[src/rtl/pca_pkg.sv]
package pca_pkg;
  localparam int CNT_W  = 16;
  localparam int BYTE_W = 8;

  typedef enum logic [1:0] {
    SEL_DIV_SLOW = 2'b00,
    SEL_DIV_FAST = 2'b01,
    SEL_TMR_OVF  = 2'b10,
    SEL_EXT      = 2'b11
  } clk_sel_e;

  typedef struct packed {
    logic rsv;
    logic cmp_en;
    logic cap_pos;
    logic cap_neg;
    logic match_en;
    logic toggle_en;
    logic pwm_en;
    logic irq_en;
  } mod_cfg_t;
endpackage

[src/rtl/pca_sync.sv]
module pca_sync #(
  parameter int STAGES = 2
) (
  input  logic clk_i,
  input  logic rst_ni,
  input  logic in_i,
  output logic rise_o,
  output logic fall_o
);
  logic [STAGES-1:0] sync_q;
  logic              prev_q;

  always_ff @(posedge clk_i or negedge rst_ni) begin
    if (!rst_ni) begin
      sync_q <= '0;
      prev_q <= 1'b0;
    end else begin
      sync_q <= {sync_q[STAGES-2:0], in_i};
      prev_q <= sync_q[STAGES-1];
    end
  end

  assign rise_o = sync_q[STAGES-1] & ~prev_q;
  assign fall_o = ~sync_q[STAGES-1] & prev_q;
endmodule

[src/rtl/pca_timebase.sv]
module pca_timebase
  import pca_pkg::*;
#(
  parameter int DIV_SLOW = 6,
  parameter int DIV_FAST = 2
) (
  input  logic             clk_i,
  input  logic             rst_ni,
  input  clk_sel_e         sel_i,
  input  logic             run_i,
  input  logic             hold_i,
  input  logic             tmr_ovf_i,
  input  logic             ext_fall_i,
  input  logic             lo_we_i,
  input  logic             hi_we_i,
  input  logic [BYTE_W-1:0] wdata_i,
  input  logic             flag_we_i,
  input  logic             flag_wdata_i,
  output logic [CNT_W-1:0] cnt_o,
  output logic [CNT_W-1:0] cnt_nxt_o,
  output logic             inc_o,
  output logic             ovf_flag_o
);
  localparam int SLOW_W = (DIV_SLOW > 1) ? $clog2(DIV_SLOW) : 1;
  localparam int FAST_W = (DIV_FAST > 1) ? $clog2(DIV_FAST) : 1;
  localparam logic [SLOW_W-1:0] SLOW_LAST = SLOW_W'(DIV_SLOW - 1);
  localparam logic [FAST_W-1:0] FAST_LAST = FAST_W'(DIV_FAST - 1);

  logic [SLOW_W-1:0] slow_q;
  logic [FAST_W-1:0] fast_q;
  logic [CNT_W-1:0]  cnt_q;
  logic              flag_q;
  logic              src_tick, wr_any, wrap;

  always_ff @(posedge clk_i or negedge rst_ni) begin
    if (!rst_ni) begin
      slow_q <= '0;
      fast_q <= '0;
    end else begin
      slow_q <= (slow_q == SLOW_LAST) ? '0 : slow_q + 1'b1;
      fast_q <= (fast_q == FAST_LAST) ? '0 : fast_q + 1'b1;
    end
  end

  always_comb begin
    unique case (sel_i)
      SEL_DIV_SLOW: src_tick = (slow_q == SLOW_LAST);
      SEL_DIV_FAST: src_tick = (fast_q == FAST_LAST);
      SEL_TMR_OVF:  src_tick = tmr_ovf_i;
      default:      src_tick = ext_fall_i;
    endcase
  end

  assign wr_any    = lo_we_i | hi_we_i;
  assign inc_o     = run_i & ~hold_i & src_tick & ~wr_any;
  assign cnt_nxt_o = cnt_q + 1'b1;
  assign wrap      = inc_o & (cnt_q == '1);

  always_ff @(posedge clk_i or negedge rst_ni) begin
    if (!rst_ni) begin
      cnt_q  <= '0;
      flag_q <= 1'b0;
    end else begin
      if (inc_o) cnt_q <= cnt_nxt_o;
      if (lo_we_i) cnt_q[BYTE_W-1:0] <= wdata_i;
      if (hi_we_i) cnt_q[CNT_W-1:BYTE_W] <= wdata_i;
      flag_q <= (flag_we_i ? flag_wdata_i : flag_q) | wrap;
    end
  end

  assign cnt_o      = cnt_q;
  assign ovf_flag_o = flag_q;

  p_step_r2: assert property (@(posedge clk_i) disable iff (!rst_ni)
    inc_o |=> cnt_q == $past(cnt_q) + 1'b1);
  p_hold_r3: assert property (@(posedge clk_i) disable iff (!rst_ni)
    ((hold_i || !run_i) && !wr_any) |=> $stable(cnt_q));
  p_wrap_flag_r4: assert property (@(posedge clk_i) disable iff (!rst_ni)
    (inc_o && cnt_q == '1) |=> (flag_q && cnt_q == '0));
endmodule

[src/rtl/pca_module.sv]
module pca_module
  import pca_pkg::*;
(
  input  logic              clk_i,
  input  logic              rst_ni,
  input  logic [CNT_W-1:0]  cnt_i,
  input  logic [CNT_W-1:0]  cnt_nxt_i,
  input  logic              inc_i,
  input  logic              rise_i,
  input  logic              fall_i,
  input  logic              cfg_we_i,
  input  logic              lo_we_i,
  input  logic              hi_we_i,
  input  logic [BYTE_W-1:0] wdata_i,
  input  logic              flag_we_i,
  input  logic              flag_wdata_i,
  output logic [CNT_W-1:0]  cap_o,
  output logic              flag_o,
  output logic              cex_o,
  output logic              irq_o
);
  mod_cfg_t         cfg_q;
  logic [CNT_W-1:0] cap_q;
  logic             flag_q, tog_q;
  logic             pwm_mode, match_ev, cap_ev, reload;

  assign pwm_mode = cfg_q.cmp_en & cfg_q.pwm_en;
  assign match_ev = inc_i & cfg_q.cmp_en & cfg_q.match_en & ~cfg_q.pwm_en
                  & (cnt_nxt_i == cap_q);
  assign cap_ev   = (cfg_q.cap_pos & rise_i) | (cfg_q.cap_neg & fall_i);
  assign reload   = pwm_mode & inc_i & (cnt_i[BYTE_W-1:0] == '1);

  always_ff @(posedge clk_i or negedge rst_ni) begin
    if (!rst_ni) begin
      cfg_q  <= '0;
      cap_q  <= '0;
      flag_q <= 1'b0;
      tog_q  <= 1'b0;
    end else begin
      if (cfg_we_i) cfg_q <= mod_cfg_t'(wdata_i);
      // arm/disarm around a two-byte compare update
      if (lo_we_i) cfg_q.cmp_en <= 1'b0;
      if (hi_we_i) cfg_q.cmp_en <= 1'b1;

      if (cap_ev) cap_q <= cnt_i;
      if (reload) cap_q[BYTE_W-1:0] <= cap_q[CNT_W-1:BYTE_W];
      if (lo_we_i) cap_q[BYTE_W-1:0] <= wdata_i;
      if (hi_we_i) cap_q[CNT_W-1:BYTE_W] <= wdata_i;

      flag_q <= (flag_we_i ? flag_wdata_i : flag_q) | match_ev | cap_ev;
      if (match_ev && cfg_q.toggle_en) tog_q <= ~tog_q;
    end
  end

  assign cex_o  = pwm_mode ? (cnt_i[BYTE_W-1:0] >= cap_q[BYTE_W-1:0]) : tog_q;
  assign cap_o  = cap_q;
  assign flag_o = flag_q;
  assign irq_o  = flag_q & cfg_q.irq_en;

  p_capture_r6: assert property (@(posedge clk_i) disable iff (!rst_ni)
    (cap_ev && !lo_we_i && !hi_we_i) |=> (flag_q && cap_q == $past(cnt_i)));
  p_match_flag_r7: assert property (@(posedge clk_i) disable iff (!rst_ni)
    match_ev |=> flag_q);
  p_toggle_r8: assert property (@(posedge clk_i) disable iff (!rst_ni)
    (match_ev && cfg_q.toggle_en) |=> tog_q != $past(tog_q));
  p_reload_r9: assert property (@(posedge clk_i) disable iff (!rst_ni)
    (reload && !lo_we_i) |=> cap_q[BYTE_W-1:0] == $past(cap_q[CNT_W-1:BYTE_W]));
  p_disarm_r10: assert property (@(posedge clk_i) disable iff (!rst_ni)
    (lo_we_i && !hi_we_i) |=> !cfg_q.cmp_en);
endmodule

[src/rtl/pca_array.sv]
module pca_array
  import pca_pkg::*;
#(
  parameter int NUM_MOD  = 2,
  parameter int DIV_SLOW = 6,
  parameter int DIV_FAST = 2
) (
  input  logic                     clk_i,
  input  logic                     rst_ni,
  input  logic                     idle_i,
  input  logic                     tmr_ovf_i,
  input  logic                     ext_cnt_i,
  input  logic [NUM_MOD-1:0]       cex_i,
  input  logic [7:0]               wdata_i,
  input  logic                     mode_we_i,
  input  logic                     ctrl_we_i,
  input  logic                     cnt_lo_we_i,
  input  logic                     cnt_hi_we_i,
  input  logic [NUM_MOD-1:0]       cfg_we_i,
  input  logic [NUM_MOD-1:0]       cap_lo_we_i,
  input  logic [NUM_MOD-1:0]       cap_hi_we_i,
  output logic [NUM_MOD-1:0]       cex_o,
  output logic                     ovf_flag_o,
  output logic [NUM_MOD-1:0]       mod_flag_o,
  output logic                     irq_o,
  output logic [15:0]              cnt_o,
  output logic [16*NUM_MOD-1:0]    cap_o
);
  localparam int RUN_BIT  = 6;
  localparam int OVF_BIT  = 7;
  localparam int IDLE_BIT = 7;

  logic             idle_stop_q, ovf_ie_q, run_q;
  clk_sel_e         sel_q;
  logic             ext_fall, ext_rise_unused;
  logic [CNT_W-1:0] cnt, cnt_nxt;
  logic             inc, ovf_flag;
  logic [NUM_MOD-1:0] cex_rise, cex_fall, mod_irq;

  always_ff @(posedge clk_i or negedge rst_ni) begin
    if (!rst_ni) begin
      idle_stop_q <= 1'b0;
      sel_q       <= SEL_DIV_SLOW;
      ovf_ie_q    <= 1'b0;
      run_q       <= 1'b0;
    end else begin
      if (mode_we_i) begin
        idle_stop_q <= wdata_i[IDLE_BIT];
        sel_q       <= clk_sel_e'(wdata_i[2:1]);
        ovf_ie_q    <= wdata_i[0];
      end
      if (ctrl_we_i) run_q <= wdata_i[RUN_BIT];
    end
  end

  pca_sync #(.STAGES(2)) u_ext_sync (
    .clk_i  (clk_i),
    .rst_ni (rst_ni),
    .in_i   (ext_cnt_i),
    .rise_o (ext_rise_unused),
    .fall_o (ext_fall)
  );

  pca_timebase #(.DIV_SLOW(DIV_SLOW), .DIV_FAST(DIV_FAST)) u_timebase (
    .clk_i        (clk_i),
    .rst_ni       (rst_ni),
    .sel_i        (sel_q),
    .run_i        (run_q),
    .hold_i       (idle_stop_q & idle_i),
    .tmr_ovf_i    (tmr_ovf_i),
    .ext_fall_i   (ext_fall),
    .lo_we_i      (cnt_lo_we_i),
    .hi_we_i      (cnt_hi_we_i),
    .wdata_i      (wdata_i),
    .flag_we_i    (ctrl_we_i),
    .flag_wdata_i (wdata_i[OVF_BIT]),
    .cnt_o        (cnt),
    .cnt_nxt_o    (cnt_nxt),
    .inc_o        (inc),
    .ovf_flag_o   (ovf_flag)
  );

  for (genvar m = 0; m < NUM_MOD; m++) begin : g_mod
    pca_sync #(.STAGES(2)) u_cex_sync (
      .clk_i  (clk_i),
      .rst_ni (rst_ni),
      .in_i   (cex_i[m]),
      .rise_o (cex_rise[m]),
      .fall_o (cex_fall[m])
    );

    pca_module u_mod (
      .clk_i        (clk_i),
      .rst_ni       (rst_ni),
      .cnt_i        (cnt),
      .cnt_nxt_i    (cnt_nxt),
      .inc_i        (inc),
      .rise_i       (cex_rise[m]),
      .fall_i       (cex_fall[m]),
      .cfg_we_i     (cfg_we_i[m]),
      .lo_we_i      (cap_lo_we_i[m]),
      .hi_we_i      (cap_hi_we_i[m]),
      .wdata_i      (wdata_i),
      .flag_we_i    (ctrl_we_i),
      .flag_wdata_i (wdata_i[m]),
      .cap_o        (cap_o[m*16 +: 16]),
      .flag_o       (mod_flag_o[m]),
      .cex_o        (cex_o[m]),
      .irq_o        (mod_irq[m])
    );
  end

  assign cnt_o      = cnt;
  assign ovf_flag_o = ovf_flag;
  assign irq_o      = (ovf_flag & ovf_ie_q) | (|mod_irq);

  p_ovf_irq_r4: assert property (@(posedge clk_i) disable iff (!rst_ni)
    (ovf_flag && ovf_ie_q) |-> irq_o);
  p_quiet_irq_r5: assert property (@(posedge clk_i) disable iff (!rst_ni)
    (!ovf_flag && mod_flag_o == '0) |-> !irq_o);
endmodule

[config.mk]
export PLATFORM = sky130hd
export DESIGN_NAME = pca_array
export DESIGN_NICKNAME = d
export VERILOG_FILES = /design/src/rtl/pca_pkg.sv /design/src/rtl/pca_sync.sv /design/src/rtl/pca_timebase.sv /design/src/rtl/pca_module.sv /design/src/rtl/pca_array.sv
export SDC_FILE = /design/constraint.sdc
export NUM_CORES = 1
export LEC_CHECK = 0
export ABC_CLOCK_PERIOD_IN_PS = 3250
export BUFFER_PORTS_ARGS = -buffer_cell sky130_fd_sc_hd__buf_2
export CAP_MARGIN = 20
export CORE_MARGIN = 2
export CORE_UTILIZATION = 50
export DETAILED_ROUTE_END_ITERATION = 10
export PLACE_DENSITY = 0.8
export RECOVER_POWER = 50
export SLEW_MARGIN = 20
export SYNTH_ARGS = -nofsm -noshare
export SYNTH_HDL_FRONTEND = slang
export SYNTH_SLANG_ARGS = --single-unit
[constraint.sdc]
create_clock -name clk_i -period 3.25 [get_ports clk_i]
set_input_delay 0.325 -clock clk_i [delete_from_list [all_inputs] [get_ports clk_i]]
set_output_delay 0.325 -clock clk_i [all_outputs]
set_load 0.03 [all_outputs]
# [Yosys cells after proc, flatten, opt, wreduce, memory -nomap -nowiden]
# Cells that the tools add are included.
[word_totals] elab_cells=137 regBits=85 inputBits=25 out_inout_bits=54
[classes] addsub=3 bitwise_logic=51 mux=25 reduce_logical=12 eq_ne=7 order_cmp=2
[op_table] cell="8-bit two-way mux" count=8
[op_table] cell="16-bit two-way mux" count=3
[op_table] cell="16-bit == test" count=2
[op_table] cell="1-bit AND" count=31
[op_table] cell="16-bit by 1-bit adder with 16-bit output (second input constant)" count=1
[op_table] cell="16-bit == test (second input constant)" count=1
[op_table] cell="8-bit greater-or-equal comparator" count=2
[op_table] cell="7-bit two-way mux" count=2
[op_table] cell="3-bit nonzero test" count=4
[op_table] cell="1-bit inverter" count=11
[op_table] cell="1-bit two-way mux" count=10
[op_table] cell="1-bit OR" count=9
[op_table] cell="8-bit == test (second input constant)" count=1
[op_table] cell="2-bit nonzero test" count=4
[op_table] cell="3-bit by 1-bit adder with 3-bit output (second input constant)" count=1
[op_table] cell="3-bit == test (second input constant)" count=1
[op_table] cell="3-bit two-way mux" count=1
[op_table] cell="1-bit case mux with 3 select lines" count=1
[op_table] cell="2-bit by 1-bit == test with 1-bit output (second input constant)" count=1
[op_table] cell="2-bit == test (second input constant)" count=1
[op_table] cell="1-bit logical AND" count=2
[op_table] cell="2-bit logical NOT" count=1
[op_table] cell="2-bit OR reduction" count=1
[op_table] cell="1-bit adder (second input constant)" count=1

# [Depth between registers and ports, before layout]
# Gate-level depths: netlist of run 1.
[depth] depth_word=11 ltp_mapped=10 mapped_depth_nobuf=9

# [By module]
# Synthesis of run 1 repeated with hierarchy kept, for this count alone.
[unflattened] hier_cells=521 area_unflattened_um2=5107.4
[modules_own_cells] mod="pca_module" area_each_um2=1605.3 cells_per_inst=164 seq_area_each_um2=625.6 instances=2
[modules_own_cells] mod="pca_timebase" area_each_um2=1430.1 cells_per_inst=166 seq_area_each_um2=525.5 instances=1
[modules_own_cells] mod="pca_sync" area_each_um2=90.1 cells_per_inst=5 seq_area_each_um2=75.1 instances=3
[modules_own_cells] mod="pca_array" area_each_um2=196.4 cells_per_inst=12 seq_area_each_um2=125.1 instances=1

# [Worst setup path after synthesis of run 1]
# No wires, ideal clock.
[synth_timing] path_type="reg2reg" start="register u_timebase.cnt_q[6] (netlist: u_timebase.cnt_o[6])" end="register g_mod[1].u_mod.tog_q" setup_slack_ps=565 period_less_slack_ps=2685 setup_ps=79 stages_incl_launch_ff=10 required_ps=3171 path_buffers=2 arrival_time_ps=2606 cell_sequence="dfrtp_1 > buf_2 > nand4_4 > or4_1 > buf_2 > xnor2_1 > nor4_1 > nand4_1 > nor4b_2 > xor2_1"
[synth_between] elab_chain_cells=4
[synth_rtl] element="start: declaration" line_no="pca_timebase.sv:31" source="logic [CNT_W-1:0] cnt_q;"
[synth_rtl] element="start signal: assignment" line_no="pca_timebase.sv:64" source="if (inc_o) cnt_q <= cnt_nxt_o;"
[synth_rtl] element="start signal: indexed assignment" line_no="pca_timebase.sv:65" source="if (lo_we_i) cnt_q[BYTE_W-1:0] <= wdata_i;"
[synth_rtl] element="start signal: indexed assignment" line_no="pca_timebase.sv:66" source="if (hi_we_i) cnt_q[CNT_W-1:BYTE_W] <= wdata_i;"
[synth_rtl] element="16-bit by 1-bit adder with 16-bit output" line_no="pca_timebase.sv:56" source="assign cnt_nxt_o = cnt_q + 1'b1;"
[synth_rtl] element="16-bit == test" line_no="pca_module.sv:29" source="& (cnt_nxt_i == cap_q);"
[synth_rtl] element="1-bit AND" line_no="pca_module.sv:29"
[synth_rtl] element="1-bit logical AND" line_no="pca_module.sv:51" source="if (match_ev && cfg_q.toggle_en) tog_q <= ~tog_q;"
[synth_rtl] element="end signal: assignment" line_no="pca_module.sv:51"
[synth_rtl] element="end: declaration" line_no="pca_module.sv:24" source="logic flag_q, tog_q;"
# Every way passes these cells.
# A chain may end at the register's enable or synchronous reset.

# [Worst setup path in the final report of run 1]
[layout_timing] start="register u_timebase.cnt_q[0] (netlist: u_timebase.cnt_o[0])" end="output cex_o[1]"
[layout_between] elab_chain_cells=2
[layout_rtl] element="8-bit greater-or-equal comparator" line_no="pca_module.sv:55" source="assign cex_o = pwm_mode ? (cnt_i[BYTE_W-1:0] >= cap_q[BYTE_W-1:0]) : tog_q;"
[layout_rtl] element="1-bit two-way mux" line_no="pca_module.sv:55"
[layout_rtl] element="end: declaration" line_no="pca_array.sv:22" source="output logic [NUM_MOD-1:0] cex_o,"
# Every way passes these cells.

==> results.ini, run 1 <==
[outcome]
outcome=finished with violations
violations=capacitance limit, slew limit

[routing]
drt-total-wl_microns=14900
drtAntennaViolNets=0
drtIter0Drc=455
routedWlPerCell_microns=19.45
drc=0
viasPerCell=6.030
vias=4619
first_pass_iters=5

[timing]
final.min_clock_period_ps=3050
timing.final.crit_share_pct=93.84
max_slew_margin_pct=-40.45
drv_slew=86
hold_slack_ps=57.30
clock.fmax_ghz=0.3279
setup_violations=0
rsz0062_at_grt=no
final.setup.tns_ps=0
tightest_slew_ps=2107
skew_ps=8.849
finalHoldViolations=0

[yosys]
synth_compound_area_share_pct=17.16
yosys.area.top_type=dfrtp_1
syn_avg_cell_area_sq_um=9.181
synth_common_cells=dfrtp_1 (85), nand2_1 (58), o21ai_0 (56), inv_1 (40), nor2_1 (40)
synth_cells=560
synth_seq_area_share_pct=41.37
yosys.cell_types.count=56
async_flop_share_pct=100.0
yosysTopAreaCellShare_pct=41.37
synth_simple_gate_area_share_pct=17.13
synth-edff-count=0
ys_top_cells_by_area=dfrtp_1 (41%), o21ai_0 (5.5%), xnor2_1 (5.1%)
synthAdderAreaFrac_pct=4.137
synth_warnings=0
synth.area.mux_share_pct=5.257
synth_area_sq_mm=0.005141
syn_nets=602
synth_top_family_by_area=compound AO/OA/AOI/OAI gates
synth-xor-area-share_pct=8.615
synth_most_common_cell=dfrtp_1
ys.flop_type=dfrtp_1
ys_ff_latch=85

[placed_design]
gp_congestion=0.9740
dp_hpwl_microns=10790
placement.io_buffers=78

[worst_setup_path]
path_class=register to output pin
slowest_delay_ps=580
crit_path_cell_trace=inv_1 -> ha_1 -> nand2b_1 -> a21o_1 -> a21o_1 -> a21o_1 -> a21o_1 -> a21oi_1 -> o221ai_1 -> buf_2
reg2reg_slack_ps=430
cp_slowest_cell=dfrtp_1
crit_path_end_kind=output pin
arrival_ps=2720
setup.worst_path.start_class=register
required_ps=2920
crit_fanout=9
cp_common_cell=a21o_1

[cts]
cts_tree=yes
cts_max_level=3
cts_root_buf=clkbuf_8
postCtsHoldBufs=0
clk_pin_slew_worst_paths_ps=100
cts_sinks=85
clockBufferDepth=2
clk_latency_ps=370
post_cts.repair.setup_buffers=0
cts_inserted_buffers=9
cts_resized=0

[cells_and_area]
syn2layout_area_growth_pct=13.24
drive_above_1_share_pct=21.90
diodes=0
finish.net_count=667

[floorplan]
die_h_microns=105.4
fp.dieW_microns=105.4
initial_core_util_pct=50.71
die_area_sq_mm=0.01111
pin_count=79
coreArea_sq_mm=0.01014
rows=37

[global_route]
antenna_found_initial=0
grt_max_degree=86
grt_pass1_vias=4489
overflow=0
grt_usage_pct=27.47
grt_pass1_wl_microns=23610

[power_and_ir_drop]
powerDensity_mw_per_mm2=491.1
leakage_uw=0.002662
ir_drop_uv=372.7

[min_path]
min_path_type=input pin to register

[job]
drv_cap=1

layout by cell type (no fill, tap or decap), drive strengths merged, types with 2 or more instances in the layout:
master and n:
buf 91, dfrtp 85, nand2 58, o21ai 58, inv 44, nor2 41, xnor2 30, a21oi 22
a31oi 19, xor2 18, a22oi 18, ha 17, mux2 16, nor3 11, clkbuf 10, nand4 10
mux2i 9, nand3 9, a21o 8, nor4 8, nand2b 5, nor3b 5, or3 4, nand3b 3
o211ai 3, a221o 3, clkinv 3, and3 2, a211oi 2, o21bai 2, and4 2, a2111oi 2
cell families (layout without fill, tap and decap cells):
logic type | Yosys count | after routing
compound gates | 144 | 144
xor+xnor | 49 | 49
fa+ha+maj | 17 | 17
buf+inv | 78 | 148
flops | 85 | 85
mux | 25 | 25
simple gates | 162 | 162
registers in the layout, summed over array words and instances (netlist names):
signal	flops
g_mod.u_mod.cfg_q	14
u_timebase.cnt_o	16
u_ext_sync.sync_q	2
u_timebase.fast_q	1
g_mod.u_cex_sync.sync_q	4
u_timebase.ovf_flag_o	1
run_q	1
g_mod.u_cex_sync.prev_q	2
sel_q	2
g_mod.u_mod.cap_o	32
u_timebase.slow_q	3
g_mod.u_mod.tog_q	2
ovf_ie_q	1
u_ext_sync.prev_q	1
idle_stop_q	1
g_mod.u_mod.flag_o	2
final timing paths:
kind / start / end / cells after the start
max in group asynchronous: rst_ni / g_mod[1].u_mod.cap_o[8] / 1
min: cex_i[0] / g_mod[0].u_cex_sync.sync_q[0] / 1
max reg2reg: u_timebase.cnt_o[8] / g_mod[1].u_mod.tog_q / 7
min in group asynchronous: rst_ni / g_mod[1].u_mod.cap_o[0] / 1
min reg2reg: g_mod[1].u_cex_sync.sync_q[0] / g_mod[1].u_cex_sync.sync_q[1] / 0
max: u_timebase.cnt_o[0] / cex_o[1] / 10
critical path, delay by kind of cell (launching register included):
family / cells / cell delay (ps)
fa+ha+maj: 1 / 320
buf+inv: 2 / 340
simple gates: 1 / 160
flops: 1 / 580
compound gates: 6 / 960
per-layer routing:
metal,up-vias,GRT usage [%],part of all wire (%)
met2,264,44.56,47
li1,2098,-,-
met3,45,6.308,9.0
met5,-,0,0
met4,0,10.10,3.6
met1,2212,35.92,40
per-stage QoR:
stage               power, uW  worst slack, ps  utilization, %  instances  cell area (sq um)
finish                   2859            200.2           57.42        766               5822
global route             3002            52.55           57.42        766               5822
CTS                      2866            189.1           57.45        766               5824
detailed placement       2144            527.2           55.57        750               5634
global placement         2117            648.4           55.57        750               5634
floorplan                1872            564.7               -        560               5141
area by class of cell:
type / instances / area (sq um)
clock inverter: 7 / 66.31
clock buffer: 9 / 123.9
inverter: 40 / 150.1
fill: 900 / 4317
sequential: 85 / 2127
multi-input combinational: 397 / 2689
tap: 136 / 170.2
timing repair buffer: 92 / 495.5
power breakdown:
group	internal [uW]	leakage, uW	switching, uW
Clock	298	0.0000982	425
Combinational	301	0.00155	529
Sequential	1160	0.00102	151
Total	1750	0.00266	1100
Note: power is estimated with default switching activity, not from simulation.
==> run 2: changes to the inputs <==
--- a/config.mk
+++ b/config.mk
@@ -5,13 +5,14 @@
 export SDC_FILE = /design/constraint.sdc
 export NUM_CORES = 1
 export LEC_CHECK = 0
+export ABC_AREA = 1
 export ABC_CLOCK_PERIOD_IN_PS = 3250
 export BUFFER_PORTS_ARGS = -buffer_cell sky130_fd_sc_hd__buf_2
 export CAP_MARGIN = 20
 export CORE_MARGIN = 2
 export CORE_UTILIZATION = 50
 export DETAILED_ROUTE_END_ITERATION = 10
-export PLACE_DENSITY = 0.8
+export PLACE_DENSITY = 0.79
 export RECOVER_POWER = 50
 export SLEW_MARGIN = 20
 export SYNTH_ARGS = -nofsm -noshare
==> run 2 against run 1 <==
  * The run now ends clean
  * Hold slack better by 6.5 ps
  * Synthesized cell count rose by 34%
  * Sequential cell count stayed put
  * Core utilization increased by 0.23 points
  * Setup slack better by 360 ps
  * Highest routed layer unchanged
  * Final cell count up 25%
  * Via count increased by 20%
  * Critical path depth is 1 lower
  * Sequential share of layout area fell by 0.96 points
==> results.ini, run 2 <==
[outcome]
outcome=complete, no violations  ; was finished with violations

[global_route]
grt_pass1_wl_microns=26960  ; was 23610 microns
grt_usage_pct=30.63  ; was 27.47%
grt_max_degree=43  ; was 86
antenna_found_initial=0  ; unchanged
overflow=0  ; unchanged
grt_pass1_vias=5094  ; was 4489

[yosys]
yosysTopAreaCellShare_pct=39.76  ; was 41.37%
syn_nets=790  ; was 602
synth-edff-count=0  ; unchanged
ys.flop_type=dfrtp_1  ; unchanged
async_flop_share_pct=100.0  ; unchanged
yosys.area.top_type=dfrtp_1  ; unchanged
ys_top_cells_by_area=dfrtp_1 (40%), nand2_1 (14%), nand3_1 (6.7%)  ; was dfrtp_1 (41%), o21ai_0 (5.5%), xnor2_1 (5.1%)
syn_avg_cell_area_sq_um=7.153  ; was 9.181 sq um
synth_cells=748  ; was 560
synth_common_cells=nand2_1 (202), inv_1 (92), dfrtp_1 (85), nor2_1 (79), nand3_1 (72)  ; was dfrtp_1 (85), nand2_1 (58), o21ai_0 (56), inv_1 (40), nor2_1 (40)
yosys.cell_types.count=33  ; was 56
synth_warnings=0  ; unchanged
synth_area_sq_mm=0.005350  ; was 0.005141 sq mm
synth_most_common_cell=nand2_1  ; was dfrtp_1
synth_seq_area_share_pct=39.76  ; was 41.37%
ys_ff_latch=85  ; unchanged

[routing]
vias=5557  ; was 4619
routedWlPerCell_microns=17.80  ; was 19.45 microns
first_pass_iters=5  ; unchanged
viasPerCell=5.801  ; was 6.030
drtIter0Drc=488  ; was 455
drc=0  ; unchanged
drt-total-wl_microns=17050  ; was 14900 microns
drtAntennaViolNets=0  ; unchanged

[min_path]
min_path_type=input pin to register  ; unchanged
min_to=g_mod[0].u_cex_sync.sync_q[0]  ; unchanged
min_from=cex_i[0]  ; unchanged
holdPathStages=1  ; unchanged

[placed_design]
gp_congestion=0.9731  ; was 0.9740
dp_hpwl_microns=12780  ; was 10790 microns
dp.cells=942  ; was 750
placement.io_buffers=78  ; unchanged

[worst_setup_path]
r2r.worst_path.cells=9  ; was 7
reg2reg_from=u_timebase.cnt_o[1]  ; was u_timebase.cnt_o[8]
crit_path_cell_trace=ha_1 -> nand2_2 -> nor2_8 -> nand2_1 -> inv_1 -> nand3_1 -> nand3_2 -> o21ai_0 -> o22ai_1  ; was inv_1 -> ha_1 -> nand2b_1 -> a21o_1 -> a21o_1 -> a21o_1 -> a21o_1 -> a21oi_1 -> o221ai_1 -> buf_2
setup.worst_path.start=u_timebase.cnt_o[1]  ; was u_timebase.cnt_o[0]
r2r_end=g_mod[1].u_mod.cap_o[5]  ; was g_mod[1].u_mod.tog_q
cp_slowest_cell=dfrtp_1  ; unchanged
cp_top_family=simple AND/OR/NAND/NOR gates  ; was compound AO/OA/AOI/OAI gates
reg2reg_slack_ps=560  ; was 430 ps
arrival_ps=2960  ; was 2720 ps
crit_fanout=16  ; was 9
crit_buf_inv=1  ; was 2
required_ps=3520  ; was 2920 ps
slowest_delay_ps=490  ; was 580 ps
setup.worst_path.start_class=register  ; unchanged
path_class=register to register  ; was register to output pin
crit_path_end_kind=register  ; was output pin

[floorplan]
pin_count=79  ; unchanged
rows=37  ; unchanged
initial_core_util_pct=51.59  ; was 50.71%
die_h_microns=107.4  ; was 105.4 microns
fp.dieW_microns=107.4  ; was 105.4 microns
coreArea_sq_mm=0.01037  ; was 0.01014 sq mm
die_area_sq_mm=0.01154  ; was 0.01111 sq mm

[timing]
finalHoldViolations=0  ; unchanged
final.setup.tns_ps=0  ; unchanged
clock.fmax_ghz=0.3715  ; was 0.3279 GHz
timing.final.crit_share_pct=82.83  ; was 93.84%
final.min_clock_period_ps=2692  ; was 3050 ps
skew_ps=13.33  ; was 8.849 ps
drv_slew=0  ; was 86
max_slew_margin_pct=24.26  ; was -40.45%
setup_violations=0  ; unchanged
tightest_slew_ps=1136  ; was 2107 ps
rsz0062_at_grt=no  ; unchanged

[cells_and_area]
layout_commonest_cell=nand2_1  ; was dfrtp_1
drive_above_1_share_pct=12.17  ; was 21.90%
largest_reg_flops=32  ; unchanged
regArea_sq_mm=0.002127  ; unchanged
finish.net_count=860  ; was 667
instances_no_fill=958  ; was 766
syn2layout_area_growth_pct=11.74  ; was 13.24%
n_fill_cell=1039  ; was 900
mostFrequentLayoutCells=nand2_1 (202), inv_1 (92), dfrtp_1 (85)  ; was dfrtp_1 (85), buf_2 (77), nand2_1 (58)
diodes=0  ; unchanged
utilization_pct=57.65  ; was 57.42%
multi_input_area_sq_mm=0.002730  ; was 0.002689 sq mm

[power_and_ir_drop]
powerDensity_mw_per_mm2=531.0  ; was 491.1 mW/mm^2
ir_drop_uv=235.5  ; was 372.7 uV
leakage_uw=0.003089  ; was 0.002662 uW

[cts]
clk_latency_ps=360  ; was 370 ps
cts_root_buf=clkbuf_8  ; unchanged
cts_tree=yes  ; unchanged
post_cts.repair.setup_buffers=0  ; unchanged
cts_sinks=85  ; unchanged
clockBufferDepth=2  ; unchanged
cts_resized=0  ; unchanged
cts_max_level=3  ; unchanged
cts_inserted_buffers=9  ; unchanged
clk_pin_slew_worst_paths_ps=90  ; was 100 ps

[job]
drv_cap=0  ; was 1

==> run 2: cell count changes after synthesis, moves of 11 or more <==
cell      change
nand2_1     +144
nand3_1      +64
inv_1        +52
nor2_1       +39
xnor2_1      -30
o211ai_1     +21
a22oi_1      -18
mux2_2       -16
xor2_1       -16
a31oi_1      -15
clkbuf_1     -14
o22ai_1      +11
==> run 2: cell families after synthesis <==
| family | synth area share (%) |
|---|---|
| adders and majority gates | 3.976 |
| xor gates and xnor gates | 0.3275 |
| and+or+nand+nor | 32.11 |
| DFF | 39.76 |
| buffers and inverters | 9.214 |
| AOI/OAI and AO/OA | 14.62 |
==> run 2: how the worst max path moves through the flow <==
| stage | slack (ps) | depth (start not counted) | to |
|---|---|---|---|
| floorplan | 1200 | 14 | g_mod[1].u_mod.tog_q |
| global placement | 540 | 10 | g_mod[1].u_mod.cap_o[6] |
| detailed placement | 620 | 10 | g_mod[1].u_mod.cap_o[6] |
| CTS | 680 | 9 | g_mod[1].u_mod.cap_o[5] |
| global route | 390 | 9 | g_mod[1].u_mod.cap_o[5] |
| finish | 560 | 9 | g_mod[1].u_mod.cap_o[5] |
==> run 2: area by class of cell <==
cell class	instances	area share, %
Clock buffer	9	2.072
Multi-Input combinational cell	543	45.67
Timing Repair Buffer	81	6.467
Inverter	98	6.174
Clock inverter	6	1.193
Tap cell	136	2.846
Sequential cell	85	35.58
==> run 2: per-stage QoR <==
| stage | hold WS, ps | power [uW] | worst slack, ps | area [sq um] |
|---|---|---|---|---|
| floorplan | 29.41 | 2058 | 1202 | 5350 |
| global placement | 332.9 | 2393 | 536.4 | 5804 |
| detailed placement | 337.8 | 2406 | 617.7 | 5804 |
| CTS | 48.75 | 3178 | 676.2 | 6010 |
| global route | 46.86 | 3354 | 389.5 | 5978 |
| finish | 63.77 | 3174 | 557.9 | 5978 |
==> run 2: what timing repair did <==
action	4_1_cts	5_1_grt
hold buffers	1	0
endpoints found under the setup margin	0	0
endpoints found under the hold margin	40	0
==> run 2: power breakdown <==
part | internal [uW] | leakage, uW | switching (uW) | total, uW
registers | 1170 | 0.00101 | 174 | 1350
clock network | 358 | 0.0000923 | 416 | 774
logic | 307 | 0.00198 | 746 | 1050
==> run 2: per-layer routing <==
layer / track usage [%] / vias up / wire (microns) / part of all wire (%)
met5: 0 / - / 0 / 0
met4: 10.81 / 0 / 577 / 3.4
met3: 5.387 / 50 / 2091 / 12
met2: 47.33 / 367 / 7488 / 44
met1: 43.43 / 2519 / 6893 / 40
li1: - / 2621 / - / -
==> run 3: changes to the inputs <==
--- a/config.mk
+++ b/config.mk
@@ -6,7 +6,7 @@
 export NUM_CORES = 1
 export LEC_CHECK = 0
 export ABC_AREA = 1
-export ABC_CLOCK_PERIOD_IN_PS = 3250
+export ABC_CLOCK_PERIOD_IN_PS = 2760
 export BUFFER_PORTS_ARGS = -buffer_cell sky130_fd_sc_hd__buf_2
 export CAP_MARGIN = 20
 export CORE_MARGIN = 2
==> constraint.sdc (replaced) <==
create_clock -name clk_i -period 2.76 [get_ports clk_i]
set_input_delay 0.276 -clock clk_i [delete_from_list [all_inputs] [get_ports clk_i]]
set_output_delay 0.276 -clock clk_i [all_outputs]
set_load 0.03 [all_outputs]
==> run 3 against run 2 <==
  * Sequential share of layout area shrank 0.32 points
  * First-iteration DRC count grew 13%
  * Die area is the same
  * Design area grew 0.90%
  * Register-to-register slack lost 130 ps
  * Sequential power grew 17%
  * Setup slack lost 260 ps
  * Final cell count grew 0.63%
  * Routed wire length shrank 0.17%
  * Critical path type is now register to output pin
  * Largest power group unchanged
==> results.ini, run 3 (same netlist as run 2, synthesis figures left out) <==
[outcome]
outcome=complete, no violations  ; unchanged

[global_route]
met3_usage_pct=6.295  ; was 5.387%
antenna_found_initial=0  ; unchanged
grt_pass1_vias=5263  ; was 5094
grtUsageMet1_pct=42.46  ; was 43.43%
top_usage_layer=met2  ; unchanged
grtUsageMet2_pct=47.47  ; was 47.33%
grt_usage_pct=30.73  ; was 30.63%
grt_max_degree=58  ; was 43
overflow=0  ; unchanged
grt_pass1_wl_microns=27180  ; was 26960 microns

[worst_setup_path]
crit_path_cell_trace=ha_1 -> nand2_1 -> nor2_1 -> nand4_1 -> o2111ai_1 -> nand2_1 -> o21ai_0 -> buf_2  ; was ha_1 -> nand2_2 -> nor2_8 -> nand2_1 -> inv_1 -> nand3_1 -> nand3_2 -> o21ai_0 -> o22ai_1
crit_path_end_kind=output pin  ; was register
cp_common_cell=nand2_1
slowest_delay_ps=530  ; was 490 ps
setup.worst_path.start_class=register  ; unchanged
required_ps=2480  ; was 3520 ps
crit_fanout=9  ; was 16
cp_slowest_cell=dfrtp_1  ; unchanged
path_class=register to output pin  ; was register to register
cp_top_family=flip-flops  ; was simple AND/OR/NAND/NOR gates
arrival_ps=2190  ; was 2960 ps
crit_buf_inv=1  ; unchanged

[timing]
timing.final.crit_share_pct=89.29
skew_ps=5.560  ; was 13.33 ps
clock.fmax_ghz=0.4058
final.setup.tns_ps=0  ; unchanged
finalHoldViolations=0  ; unchanged
final.min_clock_period_ps=2464
max_slew_margin_pct=3.127  ; was 24.26%
hold_slack_ps=160.0  ; was 63.77 ps
setup_violations=0  ; unchanged
drv_slew=0  ; unchanged
rsz0062_at_grt=no  ; unchanged
tightest_slew_ps=1453  ; was 1136 ps

[floorplan]
die_h_microns=107.4  ; unchanged
coreArea_sq_mm=0.01037  ; unchanged
rows=37  ; unchanged
die_area_sq_mm=0.01154  ; unchanged
pin_count=79  ; unchanged
initial_core_util_pct=51.59  ; unchanged
fp.dieW_microns=107.4  ; unchanged

[cells_and_area]
largest_reg_flops=32  ; unchanged
mostFrequentLayoutCells=nand2_1 (202), inv_1 (92), dfrtp_1 (85)  ; unchanged
finish.net_count=865  ; was 860
n_fill_cell=1011  ; was 1039
layout_commonest_cell=nand2_1  ; unchanged
diodes=0  ; unchanged
drive_above_1_share_pct=13.65  ; was 12.17%
syn2layout_area_growth_pct=12.75  ; was 11.74%
instances_no_fill=964  ; was 958

[cts]
clk_latency_ps=370  ; was 360 ps
cts_root_buf=clkbuf_8  ; unchanged
post_cts.repair.setup_buffers=0  ; unchanged
cts_inserted_buffers=9  ; unchanged
cts_resized=0  ; unchanged
cts_max_level=3  ; unchanged
cts_sinks=85  ; unchanged
cts_tree=yes  ; unchanged
clockBufferDepth=2  ; unchanged
clk_pin_slew_worst_paths_ps=90  ; about the same

[placed_design]
gp_congestion=1.027  ; was 0.9731
placement.io_buffers=78  ; unchanged
dp_hpwl_microns=12690  ; was 12780 microns
dp.cells=944  ; was 942

[routing]
first_pass_iters=5  ; unchanged
drc=0  ; unchanged
viasPerCell=5.839  ; was 5.801
drt-total-wl_microns=17020  ; was 17050 microns
routedWlPerCell_microns=17.66  ; was 17.80 microns
drtAntennaViolNets=0  ; unchanged
drtIter0Drc=552  ; was 488
vias=5629  ; was 5557

[job]
drv_cap=0  ; unchanged

[min_path]
min_path_type=input pin to register  ; unchanged

[power_and_ir_drop]
leakage_uw=0.003143  ; was 0.003089 uW
ir_drop_uv=318.3  ; was 235.5 uV
powerDensity_mw_per_mm2=619.5  ; was 531.0 mW/mm^2

==> run 3: cell types whose count changed in the layout (fill, tap and decap cells not counted), moves of 2 or more <==
cell and delta:
dlygate4sd3_1 +3, clkinv_4 +2, inv_6 -2, clkbuf_1 -10, clkbuf_2 +2, buf_2 +9
inv_8 +2
==> run 3: report_power, final <==
group / internal [uW] / switching [uW] / leakage, uW / total [uW]
Combinational: 370 / 898 / 0.00203 / 1270
Clock: 369 / 520 / 0.0000965 / 889
Sequential: 1380 / 197 / 0.00101 / 1580
Total: 2120 / 1620 / 0.00314 / 3740
==> run 3: per-layer routing <==
| layer | vias to the layer above | wire [microns] |
|---|---|---|
| li1 | 2625 | - |
| met1 | 2567 | 6949 |
| met2 | 386 | 7600 |
| met3 | 51 | 1914 |
| met4 | 0 | 556 |
| met5 | - | 0 |
==> run 3: stage by stage <==
step / cell area, sq um / util (%) / worst slack [ps] / power [uW]
after floorplan: 5350 / - / 712.0 / 2423
after global placement: 5832 / 56.24 / 618.1 / 2835
after detailed placement: 5832 / 56.24 / 563.4 / 2844
after CTS: 6066 / 58.49 / 302.7 / 3727
after global routing: 6032 / 58.17 / 61.78 / 3945
final: 6032 / 58.17 / 295.6 / 3737
==> run 3: worst register-to-register path, cell delays in order (launching register included) <==
cell	delay, ps
dfrtp_1	490
ha_1	270
nand2_2	150
nor2_8	220
nand3_1	150
nand2_1	130
nand2_1	120
nand2_1	80
nand2_1	50
nor2_1	220
nand3_1	120
o21ai_0	240
==> run 3: final cells by class <==
class	count	area, sq um	share of cell area (%)
multi-input cells	543	2730	45.26
flip-flops and latches	85	2127	35.26
repair buffers	86	441.7	7.322
inverters	98	369.1	6.119
well taps	136	170.2	2.821
clock buffers	10	137.6	2.282
clock inverters	6	56.30	0.9334
==> run 3: path summary, 6_finish.rpt <==
path / start / cells after the start / end / slack, ps
worst min register to register: u_ext_sync.sync_q[0] / 0 / u_ext_sync.sync_q[1] / 360
min in group asynchronous: rst_ni / 2 / g_mod[0].u_mod.cap_o[5] / 790
worst max-delay path: u_timebase.cnt_o[7] / 8 / cex_o[1] / 300
worst min-delay path: mode_we_i / 2 / idle_stop_q / 160
max in group asynchronous: rst_ni / 3 / g_mod[0].u_mod.cap_o[10] / 450
worst max register to register: u_timebase.cnt_o[1] / 11 / g_mod[1].u_mod.flag_o / 430
==> run 3: what timing repair did <==
action | in CTS | in global routing
setup endpoints to repair | 0 | 0
hold buffers | 4 | 0
hold endpoints to repair | 33 | 0
